<file path="src/rtl/hdx_bp_pkg.sv">
package hdx_bp_pkg;

    // Collision-mode sequencer states
    typedef enum logic [1:0] {
        CS_IDLE  = 2'd0,
        CS_JAM   = 2'd1,
        CS_DRAIN = 2'd2,
        CS_PASS  = 2'd3
    } coll_st_e;

    // Deferral-mode sequencer states
    typedef enum logic [1:0] {
        DS_IDLE  = 2'd0,
        DS_HOLD  = 2'd1,
        DS_QUIET = 2'd2,
        DS_GRANT = 2'd3
    } defer_st_e;

    // Output drive bundle collected at the top level
    typedef struct packed {
        logic jam;
        logic fcrs;
        logic grant;
    } bp_drive_t;

    // Timer width able to hold values 0..n
    function automatic int unsigned tmr_width(input int unsigned n);
        return (n < 2) ? 1 : $clog2(n + 1);
    endfunction

endpackage

</file>
<file path="src/rtl/hdx_bp_rx_edge.sv">
module hdx_bp_rx_edge (
    input  logic clk,
    input  logic rst,
    input  logic rx_crs_i,
    input  logic rx_dv_i,
    output logic rx_act_o,
    output logic sof_o
);
    logic act_q;

    assign rx_act_o = rx_crs_i | rx_dv_i;
    assign sof_o    = rx_act_o & ~act_q;

    always_ff @(posedge clk) begin
        if (rst) act_q <= 1'b0;
        else     act_q <= rx_act_o;
    end
endmodule

</file>
<file path="src/rtl/hdx_bp_coll.sv">
module hdx_bp_coll
    import hdx_bp_pkg::*;
#(
    parameter int unsigned JAM_LEN    = 32,
    parameter int unsigned PASS_AFTER = 48,
    parameter int unsigned CNT_W      = 6
) (
    input  logic             clk,
    input  logic             rst,
    input  logic             active_i,
    input  logic             pass_en_i,
    input  logic             sof_i,
    input  logic             rx_act_i,
    output logic             jam_o,
    output logic [CNT_W-1:0] cnt_o
);
    localparam int unsigned JW = tmr_width(JAM_LEN);
    localparam logic [JW-1:0]    JAM_LAST = JW'(JAM_LEN - 1);
    localparam logic [CNT_W-1:0] CNT_MAX  = '1;
    localparam logic [CNT_W-1:0] PASS_VAL = CNT_W'(PASS_AFTER);

    coll_st_e         st_q;
    logic [JW-1:0]    jam_tmr_q;
    logic [CNT_W-1:0] cnt_q;

    always_ff @(posedge clk) begin
        if (rst || !active_i) begin
            st_q      <= CS_IDLE;
            jam_tmr_q <= '0;
            cnt_q     <= '0;
        end else begin
            unique case (st_q)
                CS_IDLE: begin
                    if (sof_i) begin
                        if (pass_en_i && (cnt_q >= PASS_VAL)) begin
                            st_q  <= CS_PASS;
                            cnt_q <= '0;
                        end else begin
                            st_q      <= CS_JAM;
                            jam_tmr_q <= '0;
                            if (cnt_q != CNT_MAX) cnt_q <= cnt_q + 1'b1;
                        end
                    end
                end
                CS_JAM: begin
                    if (jam_tmr_q == JAM_LAST) st_q <= CS_DRAIN;
                    else                       jam_tmr_q <= jam_tmr_q + 1'b1;
                end
                CS_DRAIN: if (!rx_act_i) st_q <= CS_IDLE;
                CS_PASS:  if (!rx_act_i) st_q <= CS_IDLE;
                default:  st_q <= CS_IDLE;
            endcase
        end
    end

    assign jam_o = (st_q == CS_JAM);
    assign cnt_o = cnt_q;
endmodule

</file>
<file path="src/rtl/hdx_bp_defer.sv">
module hdx_bp_defer
    import hdx_bp_pkg::*;
#(
    parameter int unsigned HOLD_LEN = 2048,
    parameter int unsigned SIL_LEN  = 96
) (
    input  logic clk,
    input  logic rst,
    input  logic active_i,
    input  logic pend_i,
    output logic fcrs_o,
    output logic grant_o
);
    localparam int unsigned TW = tmr_width((HOLD_LEN > SIL_LEN) ? HOLD_LEN : SIL_LEN);
    localparam logic [TW-1:0] HOLD_LAST = TW'(HOLD_LEN - 1);
    localparam logic [TW-1:0] SIL_LAST  = TW'(SIL_LEN - 1);

    defer_st_e     st_q;
    logic [TW-1:0] tmr_q;

    always_ff @(posedge clk) begin
        if (rst) begin
            st_q  <= DS_IDLE;
            tmr_q <= '0;
        end else begin
            unique case (st_q)
                DS_IDLE: begin
                    tmr_q <= '0;
                    if (active_i) st_q <= DS_HOLD;
                end
                DS_HOLD: begin
                    if (!active_i) begin
                        st_q <= DS_IDLE;
                    end else if (tmr_q == HOLD_LAST) begin
                        st_q  <= DS_QUIET;
                        tmr_q <= '0;
                    end else begin
                        tmr_q <= tmr_q + 1'b1;
                    end
                end
                DS_QUIET: begin
                    if (!active_i) begin
                        st_q <= DS_IDLE;
                    end else if (tmr_q == SIL_LAST) begin
                        tmr_q <= '0;
                        st_q  <= pend_i ? DS_GRANT : DS_HOLD;
                    end else begin
                        tmr_q <= tmr_q + 1'b1;
                    end
                end
                DS_GRANT: begin
                    // a granted frame always runs to completion
                    tmr_q <= '0;
                    if (!pend_i) st_q <= active_i ? DS_HOLD : DS_IDLE;
                end
                default: st_q <= DS_IDLE;
            endcase
        end
    end

    assign fcrs_o  = (st_q == DS_HOLD);
    assign grant_o = (st_q == DS_GRANT);
endmodule

</file>
<file path="src/rtl/hdx_bp_ctrl.sv">
module hdx_bp_ctrl
    import hdx_bp_pkg::*;
#(
    parameter int unsigned JAM_LEN    = 32,
    parameter int unsigned PASS_AFTER = 48,
    parameter int unsigned CNT_W      = 6,
    parameter int unsigned HOLD_LEN   = 2048,
    parameter int unsigned SIL_LEN    = 96
) (
    input  logic             clk,
    input  logic             rst,
    input  logic             congested_i,
    input  logic             rx_crs_i,
    input  logic             rx_dv_i,
    input  logic             tx_pend_i,
    input  logic             mode_defer_i,
    input  logic             pass_one_en_i,
    output logic             jam_o,
    output logic             fcrs_o,
    output logic             tx_grant_o,
    output logic [CNT_W-1:0] coll_cnt_o
);
    logic      rx_act, sof;
    logic      coll_act, defer_act;
    bp_drive_t drv;

    assign coll_act  = congested_i & ~mode_defer_i;
    assign defer_act = congested_i &  mode_defer_i;

    hdx_bp_rx_edge u_edge (
        .clk      (clk),
        .rst      (rst),
        .rx_crs_i (rx_crs_i),
        .rx_dv_i  (rx_dv_i),
        .rx_act_o (rx_act),
        .sof_o    (sof)
    );

    hdx_bp_coll #(
        .JAM_LEN    (JAM_LEN),
        .PASS_AFTER (PASS_AFTER),
        .CNT_W      (CNT_W)
    ) u_coll (
        .clk       (clk),
        .rst       (rst),
        .active_i  (coll_act),
        .pass_en_i (pass_one_en_i),
        .sof_i     (sof),
        .rx_act_i  (rx_act),
        .jam_o     (drv.jam),
        .cnt_o     (coll_cnt_o)
    );

    hdx_bp_defer #(
        .HOLD_LEN (HOLD_LEN),
        .SIL_LEN  (SIL_LEN)
    ) u_defer (
        .clk      (clk),
        .rst      (rst),
        .active_i (defer_act),
        .pend_i   (tx_pend_i),
        .fcrs_o   (drv.fcrs),
        .grant_o  (drv.grant)
    );

    assign jam_o      = drv.jam;
    assign fcrs_o     = drv.fcrs;
    assign tx_grant_o = drv.grant;
endmodule

</file>
<file path="config.mk">
export PLATFORM = sky130hd
export DESIGN_NAME = hdx_bp_ctrl
export DESIGN_NICKNAME = d
export VERILOG_FILES = /design/src/rtl/hdx_bp_pkg.sv /design/src/rtl/hdx_bp_rx_edge.sv /design/src/rtl/hdx_bp_coll.sv /design/src/rtl/hdx_bp_defer.sv /design/src/rtl/hdx_bp_ctrl.sv
export SDC_FILE = /design/constraint.sdc
export NUM_CORES = 1
export LEC_CHECK = 0
export ABC_AREA = 0
export ABC_CLOCK_PERIOD_IN_PS = 6200
export BUFFER_PORTS_ARGS = -buffer_cell sky130_fd_sc_hd__buf_2
export CAP_MARGIN = 20
export CORE_ASPECT_RATIO = 0.8
export CORE_MARGIN = 3
export CORE_UTILIZATION = 62
export CTS_CLUSTER_SIZE = 40
export DETAILED_ROUTE_END_ITERATION = 10
export PLACE_DENSITY = 0.83
export SYNTH_ARGS = -nofsm -noshare
export SYNTH_HDL_FRONTEND = slang
export SYNTH_SLANG_ARGS = --single-unit
</file>
<file path="constraint.sdc">
create_clock -name clk -period 6.2 [get_ports clk]
set_input_delay 0.62 -clock clk [delete_from_list [all_inputs] [get_ports clk]]
set_output_delay 0.62 -clock clk [all_outputs]
set_load 0.01 [all_outputs]
</file>
==> metrics.md <==
| Metric | Value |
|---|---|
| Lkg Pwr | `0.571 nW` |
| Wire per inst | `approximately 15 µm` |
| Vias in the first global route | `~1300` |
| Critical path arrival | `2.49 ns` |
| Post-synthesis cell area | `about 1700 µm²` |
| Nature of the critical path startpoint | `flop` |
| Asr flop ratio synth | `0%` |
| Root Buffer | `clkbuf_4` |
| Setup tns final | `0 ns` |
| CTS Buf Count | `5` |
| Dominant cells by area after synthesis | `dfxtp_1, nand2_1, a211oi_1` |
| Chip height | `52.1 µm` |
| Routability Congestion | `around 0.86` |
| Skew-Pair Late Insertion Delay | `about 0.33 ns` |
| Post-detail-place hpwl | `~2700 µm` |
| Setup-failing EPs final | `0` |
| Crit path buffers/inverters | `0` |
| Die ar. | `3320 µm²` |
| Hold path cells | `2` |
| Mean post-synth cell area | `around 8.6 µm²` |
| Most common cell after layout, fill and taps aside | `dfxtp_1` |
| Main synth FF type | `dfxtp_1` |
| Routed vias | `1535` |
| Syn Inst Count | `192` |
| Clock Tree Buf Depth | `2` |
| Largest net degree at the start of global routing | `18` |
| DRC viols | `0` |
| VDD IR max | `between 0.1 and 0.15 mV` |
| Synth top area share | `35.2%` |
| CP Capture Type | `flop` |
| Die width | `between 60 and 70 µm` |
| Cts repair resizes | `0` |
| WL met3 | `233 µm` |
| Sequential share of the synthesized area | `35.2%` |
| R2R setup slack | `3.90 ns` |
| Max Slew Vio Count | `0` |
| Clk slew on worst S/H paths | `around 0.10 ns` |
| M1 WL | `between 1500 and 2000 µm` |
| Hold Crit Class | `flop to flop` |
| Syn nets | `between 200 and 250` |
| Fin crit period | `around 2.3 ns` |
| CP max stage cell | `or4_1` |
| Crit path cell chain | `ha_1 -> or2b_1 -> or4_1 -> o21ai_2 -> a211oi_1` |
| # rows | `16` |
| DRT Pass-1 Iters | `4` |
| Hold endpoint | `u_coll.jam_tmr_q[5]` |
| I/O pin cnt | `17` |
| Final net count | `about 220` |
| R2r endpoint | `u_defer.tmr_q[5]` |
| Antenna cell count | `0` |
| Number of synthesized flops with an enable pin | `0` |
| Routed vias/inst | `6.27` |
| Top Layer Used | `met4` |
| Layout Skew | `0.00750 ns` |
| GR Util All Layers | `24.2%` |
| Hold path start | `u_coll.jam_tmr_q[5]` |
| Post-CTS Hold Fix Bufs | `0` |
| Num Clock Sinks | `29` |
| Post-Route WL | `3780 µm` |
| Post-CTS Setup Inserts | `0` |
| Buffers added on ports | `16` |
| Worst Max-Slew Pin Slew | `0.769 ns` |
| Unrepaired setup endpoints after global routing | `no` |
| Worst endpoint required time | `6.39 ns` |
| Status | `complete, no violations` |
| Worst R2R Start | `u_defer.tmr_q[0]` |
| Starting Density | `66.5%` |
| Final Total Pwr | `0.349 mW` |
| Cell family with most CP delay | `simple AND/OR/NAND/NOR gates` |
| Initial antenna violation count | `0` |
| Yosys warning count | `0` |
| Critical Path Fanout Max | `10` |
| H-Tree Depth | `2` |
| Grt ovf | `0` |
| Synth Register Bits | `29` |
| WL met2 | `1690 µm` |
| FF-to-FF path depth | `5` |
| Commonest non-fill, non-tap cells in the layout | `dfxtp_1, nand2_1, buf_2` |
| Post-route ant nets | `0` |
| Share of cells above drive strength 1 | `16.7%` |
| Count of final hold-check violations | `0` |
| CTS tree | `built` |
| Max-cap violation count | `0` |
| Area leader, netlist | `dfxtp_1` |
| Peak Freq | `435 MHz` |
| PwrDens | `193 nW/µm²` |
| Yosys cell types | `48` |
| First-pass GRT wire length | `6240 µm` |
| Area of the core | `2480 µm²` |
| Max-slew headroom | `48.3%` |
| CP Class | `flop to flop` |
| Worst path max stage delay | `0.57 ns` |
| Layout area overhead | `9.25%` |
| Initial drt markers | `226` |
| Final Cycle Share | `37.1%` |
## how the worst max path moves through the flow
stage	startpoint	endpoint	slack, ns	cells after the start
2_1_floorplan	pass_one_en_i	u_coll.jam_tmr_q[5]	4.19	4
3_3_place_gp	u_defer.tmr_q[7]	u_defer.tmr_q[10]	4.02	4
3_5_place_dp	pass_one_en_i	u_coll.jam_tmr_q[5]	3.96	5
4_1_cts	u_defer.tmr_q[0]	u_defer.tmr_q[5]	3.95	5
5_1_grt	u_defer.tmr_q[0]	u_defer.tmr_q[5]	3.83	5
6_report	u_defer.tmr_q[0]	u_defer.tmr_q[5]	3.90	5
## layer usage
metal,up-vias,global-route usage [%]
li1,760,-
met1,715,32.7
met4,0,7.53
met5,-,0
met3,5,5.40
met2,55,38.6
## flip-flops by register name (all words and copies together) (netlist names)
register,count
u_edge.act_q,1
u_coll.jam_tmr_q,6
u_defer.tmr_q,12
u_coll.st_q,2
u_coll.cnt_o,6
u_defer.st_q,2
## worst min-delay path, cell delays in order (launching register included)
cell and delay [ns]:
dfxtp_1 0.34, nand2_1 0.06, mux2i_1 0.05
## report_power, final
group	total (mW)	switching [mW]	internal (mW)
logic	0.0249	0.0170	0.00793
clock network	0.134	0.0687	0.0657
registers	0.189	0.00186	0.188
## cells in the mapped netlist, types with 3 or more instances
cell	number
clkbuf_1	3
o21ai_0	9
nand2b_1	5
nand2_1	22
o31ai_1	4
inv_1	5
a211oi_1	9
ha_1	3
nand4_1	4
a2111oi_0	4
xnor2_1	6
mux2i_1	4
dfxtp_1	29
xor2_1	5
nand3_1	11
o211ai_1	6
or4_1	5
or3_1	5
nor2_1	5
a21oi_1	12
## layout make-up
cell class	count	area, µm²
multi-input cells	151	1010
fillers	215	679
flip-flops and latches	29	581
repair buffers	16	80.1
clock buffers	7	65.1
well taps	36	45.0
inverters	5	18.8
clock inverters	1	5.00
## stage by stage
stage	area, µm²	util, %	hold slack, ns	std cells	setup slack (ns)
final	1800	72.6	0.494	245	3.90
after CTS	1800	72.6	0.491	245	3.95
after global routing	1800	72.6	0.540	245	3.83
after detailed placement	1730	69.8	0.479	237	3.96
after global placement	1730	69.8	0.469	237	4.02
after floorplan	1650	-	0.456	192	4.19
## cell families (layout without fill, tap and decap cells)
group,Yosys count,after routing,synth area share [%]
buf+inv,12,29,3.71
compound gates,60,60,26.5
xor+xnor,11,11,5.84
simple gates,73,73,24.0
flops,29,29,35.2
mux,4,4,2.43
fa+ha+maj,3,3,2.27
(Power assumes the default switching activity.)
